### src/rtl/qenc_pkg.sv
// Package: shared constants for the quadrature position counter.
// Assumes: mode and trigger encodings are fixed by the block's requirements.
package qenc_pkg;
    localparam logic [2:0] MODE_ROTATION = 3'b110;
    localparam logic [2:0] MODE_EDGE     = 3'b111;

    typedef enum logic [1:0] {
        TRIG_NONE = 2'b00,
        TRIG_A    = 2'b01,
        TRIG_B    = 2'b10,
        TRIG_AB   = 2'b11
    } trig_sel_e;

    localparam int PHASES = 2;
endpackage

### src/rtl/qenc_sync_edge.sv
// Module: qenc_sync_edge
// Brings N asynchronous inputs into the clock domain through STAGES flops each,
// then keeps one more sample so that a change between consecutive samples can be
// flagged. Assumes: STAGES >= 2; the inputs are glitch-free at the sample rate.
module qenc_sync_edge #(
    parameter int N      = 2,
    parameter int STAGES = 2
) (
    input  logic         clk,
    input  logic         rst_n,
    input  logic [N-1:0] din,
    output logic [N-1:0] level,
    output logic [N-1:0] prev,
    output logic [N-1:0] changed
);
    localparam int LAST = STAGES - 1;

    logic [N-1:0] stage [STAGES];

    // Synchronizer chain; stage 0 takes the raw input.
    always_ff @(posedge clk) begin
        if (!rst_n) begin
            for (int i = 0; i < STAGES; i++) stage[i] <= '0;
        end else begin
            stage[0] <= din;
            for (int i = 1; i < STAGES; i++) stage[i] <= stage[i-1];
        end
    end

    // Previous synchronized sample, the reference for change detection.
    always_ff @(posedge clk) begin
        if (!rst_n) prev <= '0;
        else        prev <= stage[LAST];
    end

    // Per-input change flags.
    always_comb begin
        level   = stage[LAST];
        changed = stage[LAST] ^ prev;
    end
endmodule

### src/rtl/qenc_decode.sv
// Module: qenc_decode
// Qualifies phase changes against the trigger select and derives the raw step
// direction from the phase levels after the change. A change on both phases
// in one sample is an error and yields no step. Purely combinational.
module qenc_decode
    import qenc_pkg::*;
(
    input  logic       a_lvl,
    input  logic       b_lvl,
    input  logic       a_chg,
    input  logic       b_chg,
    input  logic [1:0] trig_sel,
    output logic       step,
    output logic       step_up,
    output logic       both_err
);
    logic use_a;
    logic use_b;

    // Trigger qualification: which phases may produce a count.
    always_comb begin
        use_a = (trig_sel == TRIG_A) || (trig_sel == TRIG_AB);
        use_b = (trig_sel == TRIG_B) || (trig_sel == TRIG_AB);
    end

    // Step detection and direction rule.
    always_comb begin
        both_err = a_chg && b_chg;
        step     = 1'b0;
        step_up  = 1'b0;
        if (!both_err) begin
            if (a_chg && use_a) begin
                step    = 1'b1;
                step_up = (a_lvl != b_lvl);
            end else if (b_chg && use_b) begin
                step    = 1'b1;
                step_up = (a_lvl == b_lvl);
            end
        end
    end
endmodule

### src/rtl/qenc_counter.sv
// Module: qenc_counter
// Holds the position count, applied direction, sticky flags, interrupt pulse
// and wrap toggle. Assumes: step is a one-cycle qualifier already gated by
// mode and run; dir_in is the direction after inversion.
module qenc_counter #(
    parameter int WIDTH = 16
) (
    input  logic             clk,
    input  logic             rst_n,
    input  logic             step,
    input  logic             dir_in,
    input  logic             irq_on_edge,
    input  logic             clr_dirchg,
    input  logic             clr_edge,
    output logic [WIDTH-1:0] count,
    output logic             dir_up,
    output logic             dirchg_flag,
    output logic             edge_flag,
    output logic             irq,
    output logic             tog_out
);
    localparam logic [WIDTH-1:0] ALL_ONES = {WIDTH{1'b1}};
    localparam logic [WIDTH-1:0] ZERO     = '0;

    logic reversal;
    logic wrap;

    // Reversal and wrap detection for the step being applied.
    always_comb begin
        reversal = step && (dir_in != dir_up);
        wrap     = step && ((dir_in && count == ALL_ONES) ||
                            (!dir_in && count == ZERO));
    end

    // Position count and applied direction.
    always_ff @(posedge clk) begin
        if (!rst_n) begin
            count  <= '0;
            dir_up <= 1'b1;
        end else if (step) begin
            count  <= dir_in ? count + 1'b1 : count - 1'b1;
            dir_up <= dir_in;
        end
    end

    // Sticky flags; a set beats a clear in the same cycle.
    always_ff @(posedge clk) begin
        if (!rst_n) begin
            edge_flag   <= 1'b0;
            dirchg_flag <= 1'b0;
        end else begin
            if (step)            edge_flag <= 1'b1;
            else if (clr_edge)   edge_flag <= 1'b0;
            if (reversal)        dirchg_flag <= 1'b1;
            else if (clr_dirchg) dirchg_flag <= 1'b0;
        end
    end

    // One-cycle interrupt pulse from the selected source.
    always_ff @(posedge clk) begin
        if (!rst_n) irq <= 1'b0;
        else        irq <= irq_on_edge ? step : reversal;
    end

    // Wrap toggle.
    always_ff @(posedge clk) begin
        if (!rst_n)    tog_out <= 1'b0;
        else if (wrap) tog_out <= ~tog_out;
    end
endmodule

### src/rtl/qenc_position_counter.sv
// Module: qenc_position_counter (top)
// Quadrature encoder position counter: synchronizes both phases, qualifies and
// decodes steps, and keeps count, status and interrupt. Assumes: phase inputs
// are asynchronous and change at most once per synchronized sample per phase.
module qenc_position_counter
    import qenc_pkg::*;
#(
    parameter int WIDTH       = 16,
    parameter int SYNC_STAGES = 2
) (
    input  logic             clk,
    input  logic             rst_n,
    input  logic             phase_a,
    input  logic             phase_b,
    input  logic [2:0]       mode,
    input  logic [1:0]       trig_sel,
    input  logic             run,
    input  logic             dir_invert,
    input  logic             clr_dirchg,
    input  logic             clr_edge,
    output logic [WIDTH-1:0] count,
    output logic             dir_up,
    output logic             dirchg_flag,
    output logic             edge_flag,
    output logic             irq,
    output logic             tog_out
);
    logic [PHASES-1:0] lvl;
    logic [PHASES-1:0] prv;
    logic [PHASES-1:0] chg;
    logic              raw_step;
    logic              raw_up;
    logic              both_err;
    logic              active;
    logic              step;

    qenc_sync_edge #(.N(PHASES), .STAGES(SYNC_STAGES)) u_sync (
        .clk     (clk),
        .rst_n   (rst_n),
        .din     ({phase_b, phase_a}),
        .level   (lvl),
        .prev    (prv),
        .changed (chg)
    );

    qenc_decode u_decode (
        .a_lvl    (lvl[0]),
        .b_lvl    (lvl[1]),
        .a_chg    (chg[0]),
        .b_chg    (chg[1]),
        .trig_sel (trig_sel),
        .step     (raw_step),
        .step_up  (raw_up),
        .both_err (both_err)
    );

    // Gate steps by encoder mode and run.
    always_comb begin
        active = (mode == MODE_ROTATION) || (mode == MODE_EDGE);
        step   = raw_step && active && run;
    end

    qenc_counter #(.WIDTH(WIDTH)) u_count (
        .clk         (clk),
        .rst_n       (rst_n),
        .step        (step),
        .dir_in      (raw_up ^ dir_invert),
        .irq_on_edge (mode == MODE_EDGE),
        .clr_dirchg  (clr_dirchg),
        .clr_edge    (clr_edge),
        .count       (count),
        .dir_up      (dir_up),
        .dirchg_flag (dirchg_flag),
        .edge_flag   (edge_flag),
        .irq         (irq),
        .tog_out     (tog_out)
    );
endmodule

### config.mk
export PLATFORM = sky130hd
export DESIGN_NAME = qenc_position_counter
export DESIGN_NICKNAME = d
export VERILOG_FILES = /design/src/rtl/qenc_pkg.sv /design/src/rtl/qenc_sync_edge.sv /design/src/rtl/qenc_decode.sv /design/src/rtl/qenc_counter.sv /design/src/rtl/qenc_position_counter.sv
export SDC_FILE = /design/constraint.sdc
export NUM_CORES = 1
export LEC_CHECK = 0
export BUFFER_PORTS_ARGS = -buffer_cell sky130_fd_sc_hd__buf_2
export CAP_MARGIN = 20
export CORE_MARGIN = 4
export CORE_UTILIZATION = 55
export CTS_BUF_LIST = sky130_fd_sc_hd__clkbuf_16
export CTS_CLUSTER_DIAMETER = 60
export DETAILED_ROUTE_END_ITERATION = 8
export PLACE_DENSITY = 0.79
export RECOVER_POWER = 100
export SETUP_SLACK_MARGIN = 0.1
export SLEW_MARGIN = 20
export SYNTH_ARGS = -nofsm -noshare
export SYNTH_HDL_FRONTEND = slang
export SYNTH_SLANG_ARGS = --single-unit
### constraint.sdc
create_clock -name clk -period 4.05 [get_ports clk]
set_input_delay 1.0125 -clock clk [delete_from_list [all_inputs] [get_ports clk]]
set_output_delay 1.0125 -clock clk [all_outputs]
set_load 0.005 [all_outputs]
# After elaboration in Yosys (flattened, before gate mapping)
# Memory sizes are Yosys's and may differ from the RTL's.
# Index checks and enable logic that the tools add are counted.
# W data, S select, Z words.
[totals]
output_inout_bits = 21
mem_bits_rw = 4
word_cells = 57
latch_bits = 0
in_bits = 13
ff_bits = 23
mem_bits_ro = 0
mem_count = 1
[mem_list]
columns = ["name", "words", "word_bits", "rd", "rd_ports_with_merged_regs", "write_ports", "line_no", "rtl"]
rows = [
  ["u_sync.stage", 2, 2, 2, 0, 2, "qenc_sync_edge.sv:18", "logic [N-1:0] stage [STAGES];"],
]
[op_classes]
n_mul = 0
n_mux = 16
n_bitwise = 5
n_div = 0
shift = 0
order_cmp = 0
n_addsub = 2
n_eq_ne = 9
n_reduce_logical = 17
[ops]
columns = ["op", "count"]
rows = [
  ["$add A16 B1 Y16 const B", 1],
  ["$eq A16 B16 Y1 const B", 1],
  ["$logic_not A16 Y1", 1],
  ["$mux W16", 1],
  ["$sub A16 B1 Y16 const B", 1],
  ["$mux W1", 13],
  ["$logic_and A1 B1 Y1", 9],
  ["$eq A3 B3 Y1 const B", 2],
  ["$eq A2 B2 Y1 const B", 2],
  ["$logic_or A1 B1 Y1", 4],
  ["$mux W2", 2],
  ["$reduce_bool A2 Y1", 2],
  ["$eq A2 B1 Y1 const B", 1],
  ["$ne A1 B1 Y1", 2],
  ["$or A1 B1 Y1", 2],
  ["$xor A2 B2 Y2", 1],
  ["$eq A1 B1 Y1", 1],
  ["$logic_not A1 Y1", 1],
  ["$not A1 Y1", 1],
  ["$xor A1 B1 Y1", 1],
]

# Depth between registers and ports, before layout
# Gate-level depths: netlist of the first run.
[depth]
word_depth = 11
ltp_mapped = 13
ltp_nobuf = 10

# By module
# Synthesis of the first run repeated with hierarchy kept, for this count alone.
[hier_totals]
cells_unflattened = 225
hier_area_um2 = 1881.8
[modules_own_cells]
columns = ["mod", "area_per_inst_um2", "n_inst", "seq_area_each_um2", "cells_each"]
rows = [
  ["qenc_counter", 1624.1, 1, 420.4, 200],
  ["qenc_sync_edge", 190.2, 1, 120.1, 16],
  ["qenc_decode", 43.8, 1, 0.0, 6],
  ["qenc_position_counter", 23.8, 1, 0.0, 3],
]

# Worst setup path after synthesis of the first run
# Ideal clock, no wire load.
[synth_path]
kind = "input to register"
start = "in trig_sel[0]"
end = "reg u_count.count[10]"
setup_slack_ps = 563
arrival_time_ps = 3365
cell_stages = 13
required_ps = 3928
path_cell_list = "nor4bb_1 or4b_1 nand4_1 buf_2 buf_4 xnor2_1 ha_1 clkbuf_1 and4_1 nand4_1 a21oi_1 mux2i_1 mux2i_1"
[synth_between]
elab_chain_len = 8
word_cells_on_any_way = 17
[synth_rtl]
columns = ["item", "line_no", "rtl"]
rows = [
  ["from (decl)", "qenc_position_counter.sv:16", "input logic [1:0] trig_sel,"],
  ["$eq A2 B2 Y1, on equally long branches", "qenc_decode.sv:23, qenc_decode.sv:22", ""],
  ["$logic_or A1 B1 Y1", "qenc_decode.sv:23", "use_b = (trig_sel == TRIG_B) || (trig_sel == TRIG_AB);"],
  ["$logic_and A1 B1 Y1", "qenc_decode.sv:35", "end else if (b_chg && use_b) begin"],
  ["$mux W1", "qenc_decode.sv:35", ""],
  ["$mux W1", "qenc_decode.sv:32", "if (a_chg && use_a) begin"],
  ["$mux W1", "qenc_decode.sv:31", "if (!both_err) begin"],
  ["$xor A1 B1 Y1 / $logic_and A1 B1 Y1 (equally long branches)", "qenc_position_counter.sv:67, qenc_position_counter.sv:60", ""],
  ["$mux W16 / $logic_and A1 B1 Y1 (equally long branches)", "qenc_counter.sv:41, qenc_position_counter.sv:60", ""],
  ["to (signal assigned)", "qenc_counter.sv:41", "count <= dir_in ? count + 1'b1 : count - 1'b1;"],
  ["to (decl)", "qenc_counter.sv:15", "output logic [WIDTH-1:0] count,"],
]
# Parallel ways exist; a longest one is shown, timed or not.
# A chain may end at the register's enable or synchronous reset.

# Worst setup path in the final report of the first run
[layout_path]
start = "in trig_sel[0]"
end = "reg u_count.count[11]"
# Same word-level chain as after synthesis.

==> results.cfg, run 1 <==
[finish]
nets = 246
n_antenna_cell = 0
drive_gt1_share_pct = 14.7
layout.cells.non_filler = 275
syn_to_final_growth_pct = 11.6

[clocking]
cts_buffers = 3
htreeDepth = 1
cts.sinks = 27
cts_root_buffer = clkbuf_16
cts_tree = built
hold_buffers = 0
postCtsSetupBuffers = 0
clock_path_buffers = 2
cts_resized = 0
clk_latency_ns = 0.26
clk_pin_slew_ns = 0.07

[status]
violations = capacitance limit, slew limit
status = complete, but fails checks

[drt]
dr.pass1.iters = 4
drc = 0
num_vias = 1651
wire_per_inst_microns = 14.7
dr.first_iter.drc_count = 65
viasPerCell = 6.00
wl_microns = 4050
drt.antenna.violating_nets = 0

[grt]
grt_pass1_vias = 1533
grt_pass1_wl_microns = 6890
gr-total-overflow = 0
grt_max_degree = 43
antenna_found_initial = 0
globalRouteTotalUtil_pct = 19.9

[logic_synthesis]
yosysTopAreaCell = dfxtp_1
seq_area_frac_synth_pct = 29.8
syn_area_sq_mm = 0.00181
yosysWarnings = 0
ys_types = 44
synth-edff-count = 0
synth_fp_nets = 224
yosys-top-cells-area = dfxtp_1, mux2i_1, nand2b_1
ys_ff_latch = 27
syn_inst = 210
yosysTopAreaCellShare_pct = 29.8
async_reset_ff_share_pct = 0
syn-mean-instance-area_sq_um = 8.63
synthFlopType = dfxtp_1

[placed_design]
globalplace.congestion = 0.827
io_buffers = 33
place.detailed.hpwl_microns = 2780
dp.cells = 271

[power_and_ir_drop]
power_mw = 0.571
internal-power_mw = 0.435
power.switching_mw = 0.135
clock_power_share_pct = 40.9
power_frac_seq_pct = 48.5
p_sw_share_pct = 23.7
pwr-share-comb_pct = 10.6
peakVddDrop_mv = 0.139
p_leak_nw = 0.968
p_per_area_mw_per_mm2 = 282

[floorplan]
start_util_pct = 58.4
pin_count = 34
fp.dieH_microns = 65.4
coreArea_sq_mm = 0.00310
die_w_microns = 65.4
rows = 20
die_area_sq_mm = 0.00428

[sta]
slew_violations = 43
tns_ns = 0
final.min_clock_period_ns = 3.19
rsz0062_at_grt = false
skew_ns = 0.00486
finalSetupViolCount = 0
min_period_over_period_pct = 78.7
fmax_ghz = 0.314
worst_pin_slew_ns = 1.53
slew_headroom_pct = -2.02
hold_viol = 0

[worst_setup_path]
cp_max_fo = 17
worst-setup-path-type = in -> reg
crit_chain = clkbuf_1 > nor4bb_1 > or4b_1 > nand4_1 > clkbuf_1 > mux2i_1 > mux2i_1
startpoint_type = primary input
slowest_delay_ns = 0.91
cp.arrival_ns = 3.38
cp.required_ns = 4.24
slowest_stage = clkbuf_1
worst_setup_path_end_kind = register

[worst_hold_path]
holdCritPathClass = reg -> reg

[job]
cap_violations = 1
[kinds of logic (layout without fill, tap and decap cells)]
family	count (synthesis)	count (layout)	synth area share, %
DFF	27	27	29.8
muxes	31	31	17.1
buffers and inverters	20	41	5.52
adders and majority gates	1	1	0.690
xor gates and xnor gates	5	5	2.42
and+or+nand+nor	91	91	29.6
AOI/OAI and AO/OA	35	35	14.8
[per-stage QoR]
stage	hold slack [ns]	instance area, sq um	util (%)	setup slack, ns
after global placement	0.415	1960	63.0	0.784
after global routing	0.464	2020	65.2	0.743
after CTS	0.448	2040	65.7	0.979
after floorplan	0.412	1810	-	0.563
final	0.442	2020	65.2	0.862
after detailed placement	0.428	1960	63.0	0.727
[final timing paths]
check                                          end  slack (ns)  depth (start not counted)                from
worst min-delay path            u_sync.stage[0][3]        0.44                          1  u_sync.stage[0][1]
worst max register to register   u_count.count[11]        1.33                          6  u_sync.stage[0][2]
worst min register to register  u_sync.stage[0][3]        0.44                          1  u_sync.stage[0][1]
worst max-delay path             u_count.count[11]        0.86                          7         trig_sel[0]
[cells in the mapped netlist, drive strengths merged, types with 3 or more instances]
library cell,number
or4,5
a2111oi,6
nand3,3
a211oi,3
o211a,3
and2,7
and3,6
mux2i,31
buf,6
nor2,4
nor4,3
nand2b,15
o21ai,8
clkbuf,12
a21oi,5
xnor2,3
nand4,7
nand2,21
or3,4
a211o,3
dfxtp,27
o2111ai,3
[critical path, delay by kind of cell]
kind	cells	cell delay [ns]
buffers and inverters	2	1.02
and+or+nand+nor	3	0.79
muxes	2	0.56
[placed cells by master (no fill, tap or decap), types with 2 or more instances in the layout]
cell / netlist / final
xor2_1: 2 / 2
and4_1: 2 / 2
or3_1: 3 / 3
nand2b_1: 15 / 15
clkbuf_1: 12 / 11
a21oi_1: 5 / 5
and3_1: 6 / 6
nand3_1: 3 / 3
o2111a_1: 2 / 2
or4_1: 4 / 4
dfxtp_1: 27 / 27
and2_0: 0 / 5
o211a_1: 3 / 3
nand4_1: 7 / 7
nor4bb_1: 2 / 2
nor2_1: 4 / 4
a211o_2: 2 / 2
nand3b_1: 2 / 2
xnor2_1: 3 / 3
nand4b_1: 2 / 2
nand2_1: 21 / 21
and2_1: 7 / 2
a211oi_1: 3 / 3
mux2i_1: 31 / 31
inv_1: 2 / 2
nor3_1: 2 / 2
o21ai_0: 8 / 8
a2111oi_0: 5 / 5
clkbuf_16: 0 / 3
nor4_1: 3 / 3
nor2b_1: 2 / 2
buf_2: 2 / 23
o2111ai_1: 3 / 3
[flip-flops by register name, indices dropped and copies added, names as in the netlist]
signal / count
u_count.count: 16
u_sync.stage: 4
u_sync.prev: 2
u_count.dir_up: 1
u_count.dirchg_flag: 1
u_count.edge_flag: 1
u_count.irq: 1
u_count.tog_out: 1
[power groups by stage]
stage | logic (mW) | clock network [mW] | registers (mW)
2_1_floorplan | 0.0471 | 0 | 0.281
3_3_place_gp | 0.0592 | 0 | 0.283
3_5_place_dp | 0.0605 | 0 | 0.283
4_1_cts | 0.0610 | 0.236 | 0.277
5_1_grt | 0.0675 | 0.246 | 0.278
6_report | 0.0608 | 0.233 | 0.277
[area by class of cell]
| type | count | area [sq um] |
|---|---|---|
| multi-input combinational | 163 | 1170 |
| fill | 301 | 1080 |
| sequential | 27 | 541 |
| timing repair buffer | 35 | 164 |
| clock buffer | 3 | 75.1 |
| tap | 44 | 55.1 |
| clock inverter | 1 | 8.76 |
| inverter | 2 | 7.51 |
[metal layers]
| layer | routed length [microns] | GRT usage [%] | part of all wire (%) | vias to the layer above |
|---|---|---|---|---|
| met5 | 0 | 0 | 0 | - |
| met4 | 70 | 8.81 | 1.7 | 0 |
| met3 | 189 | 2.74 | 4.7 | 8 |
| met2 | 1860 | 32.2 | 46 | 35 |
| met1 | 1940 | 26.1 | 48 | 787 |
| li1 | - | - | - | 821 |
Power figures use the tool's default switching activity.
==> run 2: changes to the inputs <==
CORE_UTILIZATION = 50   (was 55)
PLACE_DENSITY = 0.76   (was 0.79)
clock period = 2.69 ns   (was 4.05 ns; I/O delays follow)
==> run 2 against run 1 <==
Net effect: largest cell class unchanged; final cell count grew 3.6%; highest routed layer unchanged; utilization is 3.7 points lower; register-to-register slack got worse by 1.1 ns; combinational power up 60%; critical endpoint is now u_count.count[8]; largest power group unchanged; critical path depth is 4 higher; clock skew hardly changed; final area grew 3.8%; global-route usage fell by 0.57 points; clock-buffer cell count is the same; the flow still finishes with violations (capacitance limit, slew limit); sequential power is 50% higher.
==> results.cfg, run 2 (same netlist as run 1, synthesis figures left out) <==
[drt]
wire_per_inst_microns = 14.6
drt.antenna.violating_nets = 0
num_vias = 1654
wl_microns = 4160
dr.first_iter.drc_count = 83
viasPerCell = 5.80
drc = 0
dr.pass1.iters = 5

[finish]
drive_gt1_share_pct = 18.4
n_antenna_cell = 0
fill_cells = 318
final_cell_mix = mux2i_1, dfxtp_1, buf_2
post-route-util_pct = 61.5
syn_to_final_growth_pct = 15.8
layout.cells.non_filler = 285
fin_area_sq_mm = 0.00210
nets = 254
reg.largest.list = u_count.count x16, u_sync.stage x4, u_sync.prev x2
multiInputGateArea_sq_mm = 0.00120
final_common_cell = mux2i_1
largest_reg_flops = 16
regMostFlops = u_count.count
regArea_sq_um = 541

[worst_setup_path]
crit_chain = clkbuf_1 > nor4bb_1 > or4b_1 > nand4_1 > xnor2_1 > ha_4 > and4_4 > nand2_1 > a21oi_1 > mux2i_1 > mux2i_1
critical_path.top_delay_family = simple AND/OR/NAND/NOR gates
crit_buf_inv = 1
worst_setup_path_end_kind = register
worst-setup-path-type = in -> reg
slowest_stage = or4b_1
slowest_delay_ns = 0.50
cp.required_ns = 2.84
cp.arrival_ns = 2.65
crit_top_cell = mux2i_1
cp_max_fo = 6
startpoint_type = primary input

[power_and_ir_drop]
power.switching_mw = 0.202
p_per_area_mw_per_mm2 = 407
peakVddDrop_mv = 0.377
p_sw_share_pct = 23.7
pwr-share-comb_pct = 11.4
internal-power_mw = 0.653
p_leak_nw = 1.01
power_frac_seq_pct = 48.7
power_mw = 0.855
clock_power_share_pct = 40.0

[sta]
skew_ns = 0.00457
finalSetupViolCount = 0
fmax_ghz = 0.399
hold_viol = 0
min_period_over_period_pct = 93.1
slew_violations = 43
rsz0062_at_grt = true
slew_headroom_pct = -7.33
final.min_clock_period_ns = 2.50
worst_pin_slew_ns = 1.61

[grt]
grt_pass1_wl_microns = 6930
grt_max_degree = 43
gr-total-overflow = 0
antenna_found_initial = 0
grt_pass1_vias = 1451
globalRouteTotalUtil_pct = 19.3

[status]
violations = capacitance limit, slew limit
status = complete, but fails checks

[clocking]
clock_path_buffers = 2
clk_latency_ns = 0.26
cts_tree = built
clk_pin_slew_ns = 0.07
htreeDepth = 1
cts.sinks = 27
cts_root_buffer = clkbuf_16
cts_buffers = 3

[placed_design]
place.detailed.hpwl_microns = 2830
place_area_sq_mm = 0.00202
globalplace.congestion = 0.857
dp.cells = 280
io_buffers = 33

[job]
cap_violations = 1

[floorplan]
die_area_sq_mm = 0.00465
start_util_pct = 53.1
fp.dieH_microns = 68.2
rows = 21
die_w_microns = 68.2
pin_count = 34
coreArea_sq_mm = 0.00342

[worst_hold_path]
holdCritPathClass = reg -> reg
==> run 2: through the flow <==
step | hold slack [ns] | worst slack (ns) | setup TNS (ns)
2_1_floorplan | 0.412 | -0.168 | -0.849
3_3_place_gp | 0.416 | -0.0771 | -0.295
3_5_place_dp | 0.417 | -0.121 | -0.452
4_1_cts | 0.432 | 0.124 | 0
5_1_grt | 0.464 | 0.0571 | 0
6_report | 0.432 | 0.186 | 0
==> run 2: area by class of cell <==
class / instances / share of cell area [%]
Tap cell: 46 / 2.74
Sequential cell: 27 / 25.7
Timing Repair Buffer: 43 / 10.4
Clock buffer: 3 / 3.58
Multi-Input combinational cell: 163 / 57.0
Clock inverter: 1 / 0.238
Inverter: 2 / 0.358
==> run 2: worst paths after layout <==
kind | cells after the start | startpoint | end | slack (ns)
max | 11 | trig_sel[0] | u_count.count[8] | 0.19
min | 1 | u_sync.stage[0][0] | u_sync.stage[0][2] | 0.43
max reg2reg | 10 | u_sync.stage[0][2] | u_count.count[8] | 0.26
min reg2reg | 1 | u_sync.stage[0][0] | u_sync.stage[0][2] | 0.43
==> run 2: power by group through the flow <==
stage                     Clock [mW]  Sequential, mW  Combinational, mW
after CTS                      0.347           0.416             0.0972
after floorplan                    0           0.423             0.0773
after global placement             0           0.425             0.0958
after detailed placement           0           0.425             0.0972
final                          0.342           0.416             0.0971
after global routing           0.368           0.417              0.107
==> run 2: layer usage <==
metal,GRT usage (%),vias up,part of all wire (%)
li1,-,842,-
met1,26.3,758,47
met2,31.3,50,46
met3,3.45,4,5.6
met4,4.96,0,0.77
met5,0,-,0
==> run 2: what timing repair did <==
| item | 4_1_cts | 5_1_grt |
|---|---|---|
| hold buffers | 0 | 0 |
| setup buffers | 0 | 1 |
| resized for setup | 0 | 9 |
| setup endpoints to repair | 0 | 4 |
==> run 3: changes to the inputs <==
CTS_BUF_LIST = not set   (was sky130_fd_sc_hd__clkbuf_16)
==> run 3 against run 2 <==
Net effect: the run still ends with capacitance limit, slew limit left; die area unchanged; sequential power about the same; sequential share of layout area increased by 0.77 points; register-to-register slack got worse by 0.05 ns; fmax increased by 0.13%; final cell count decreased by 0.35%; clock power decreased by 46%; flip-flop and latch count unchanged; non-clock buffer count decreased by 1; clock skew about the same; utilization decreased by 1.8 points; critical path type unchanged.
==> results.cfg, run 3 (same netlist as run 1, synthesis figures left out) <==
[status]
status = complete, but fails checks
violations = capacitance limit, slew limit

[floorplan]
rows = 21
pin_count = 34
die_w_microns = 68.2
die_area_sq_mm = 0.00465
coreArea_sq_mm = 0.00342
start_util_pct = 53.1
fp.dieH_microns = 68.2

[grt]
gr-total-overflow = 0
grt_max_degree = 43
antenna_found_initial = 0
grt_pass1_vias = 1470
globalRouteTotalUtil_pct = 19.1
grt_pass1_wl_microns = 6870

[sta]
rsz0062_at_grt = true
fmax_ghz = 0.400
hold_ws_ns = 0.448
slew_headroom_pct = -8.95
slew_violations = 43
hold_viol = 0
skew_ns = 0.00431
finalSetupViolCount = 0
worst_pin_slew_ns = 1.63
min_period_over_period_pct = 92.9
final.min_clock_period_ns = 2.50
setup_slack_ns = 0.190

[finish]
post-route-util_pct = 59.7
regArea_sq_um = 541
fill_cells = 330
reg.largest.list = u_count.count x16, u_sync.stage x4, u_sync.prev x2
regMostFlops = u_count.count
final_cell_mix = mux2i_1, dfxtp_1, buf_2
syn_to_final_growth_pct = 12.4
largest_reg_flops = 16
multiInputGateArea_sq_mm = 0.00119
nets = 253
n_antenna_cell = 0
final_common_cell = mux2i_1
drive_gt1_share_pct = 18.1

[worst_setup_path]
critical_path.top_delay_family = simple AND/OR/NAND/NOR gates
cp.required_ns = 2.94
slowest_stage = or4b_1
crit_top_cell = mux2i_1
critical_path_depth = 10
crit_chain = buf_2 > nor4bb_2 > or4b_1 > nand4_1 > xnor2_1 > ha_4 > buf_4 > a2111oi_1 > mux2i_1 > mux2i_1
startpoint = trig_sel[0]
worst_setup_path_end_kind = register
r2r-start = u_sync.stage[0][2]
r2r_setup_slack_ns = 0.21
cp.arrival_ns = 2.75
cp_max_fo = 7
crit_buf_inv = 2
reg2regPathDepth = 9
worst_r2r_endpoint = u_count.count[14]
crit_path_end = u_count.count[14]
slowest_delay_ns = 0.50
worst-setup-path-type = in -> reg
startpoint_type = primary input

[clocking]
cts_tree = built
clk_latency_ns = 0.34
htreeDepth = 1
cts_root_buffer = clkbuf_4
cts_buffers = 3
clk_pin_slew_ns = 0.15
clock_path_buffers = 2
cts.sinks = 27

[drt]
wl_microns = 4100
num_vias = 1626
viasPerCell = 5.73
wire_per_inst_microns = 14.5
dr.pass1.iters = 4
drt.antenna.violating_nets = 0
dr.first_iter.drc_count = 98
drc = 0

[placed_design]
place.detailed.hpwl_microns = 2830
io_buffers = 33
dp_slack_ns = -0.121
globalplace.congestion = 0.857

[power_and_ir_drop]
p_per_area_mw_per_mm2 = 343
peakVddDrop_mv = 0.366
p_leak_nw = 0.979

[job]
cap_violations = 1

[worst_hold_path]
holdCritPathClass = reg -> reg
## run 3: cell count changes in the layout (fill, tap and decap cells not counted), sizes merged
cell    delta
clkbuf     -1
## run 3: worst min path at each step
stage | startpoint | end | cells after the start
finish | u_sync.stage[0][0] | u_sync.stage[0][2] | 1
global route | u_sync.stage[0][0] | u_sync.stage[0][2] | 1
CTS | u_sync.stage[0][0] | u_sync.stage[0][2] | 1
detailed placement | u_sync.stage[0][0] | u_sync.stage[0][2] | 1
global placement | u_sync.stage[0][0] | u_sync.stage[0][2] | 1
floorplan | u_sync.stage[0][0] | u_sync.stage[0][2] | 1
## run 3: through the flow
stage | instance area (sq um) | total power, mW | std cells | TNS [ns]
after CTS | 2050 | 0.705 | 284 | 0
after detailed placement | 2020 | 0.522 | 280 | -0.452
final | 2040 | 0.699 | 284 | 0
after global placement | 2020 | 0.521 | 280 | -0.295
after global routing | 2040 | 0.730 | 284 | 0
after floorplan | 1850 | 0.500 | 210 | -0.849
## run 3: layout make-up
type,count,share of cell area [%]
Multi-Input combinational cell,163,58.6
Tap cell,46,2.82
Inverter,2,0.368
Sequential cell,27,26.5
Clock buffer,3,1.10
Clock inverter,1,0.246
Timing Repair Buffer,42,10.4
## run 3: metal layers
metal | part of all wire [%] | global-route usage [%] | up-vias
met3 | 4.7 | 3.94 | 5
met5 | 0 | 0 | -
met2 | 45 | 31.6 | 37
met4 | 0.71 | 3.72 | 0
li1 | - | - | 837
met1 | 49 | 25.6 | 747
## run 3: where the power goes
| part | leakage, nW | switching (mW) | internal (mW) |
|---|---|---|---|
| registers | 0.219 | 0.00939 | 0.407 |
| logic | 0.742 | 0.0513 | 0.0459 |
| clock network | 0.0177 | 0.129 | 0.0562 |
## run 3: what timing repair did
item / CTS / global route
buffers inserted: 0 / 0
gates resized for setup: 0 / 5
hold endpoints to repair: 0 / 0
hold buffers: 0 / 0
setup endpoints to repair: 0 / 5
## run 3: worst reg2reg max path, stage by stage (launching register included)
cell	delay [ns]
dfxtp_1	0.39
nor4bb_2	0.20
or4b_1	0.50
nand4_1	0.12
xnor2_1	0.12
ha_4	0.21
buf_4	0.14
a2111oi_1	0.40
mux2i_1	0.16
mux2i_1	0.14
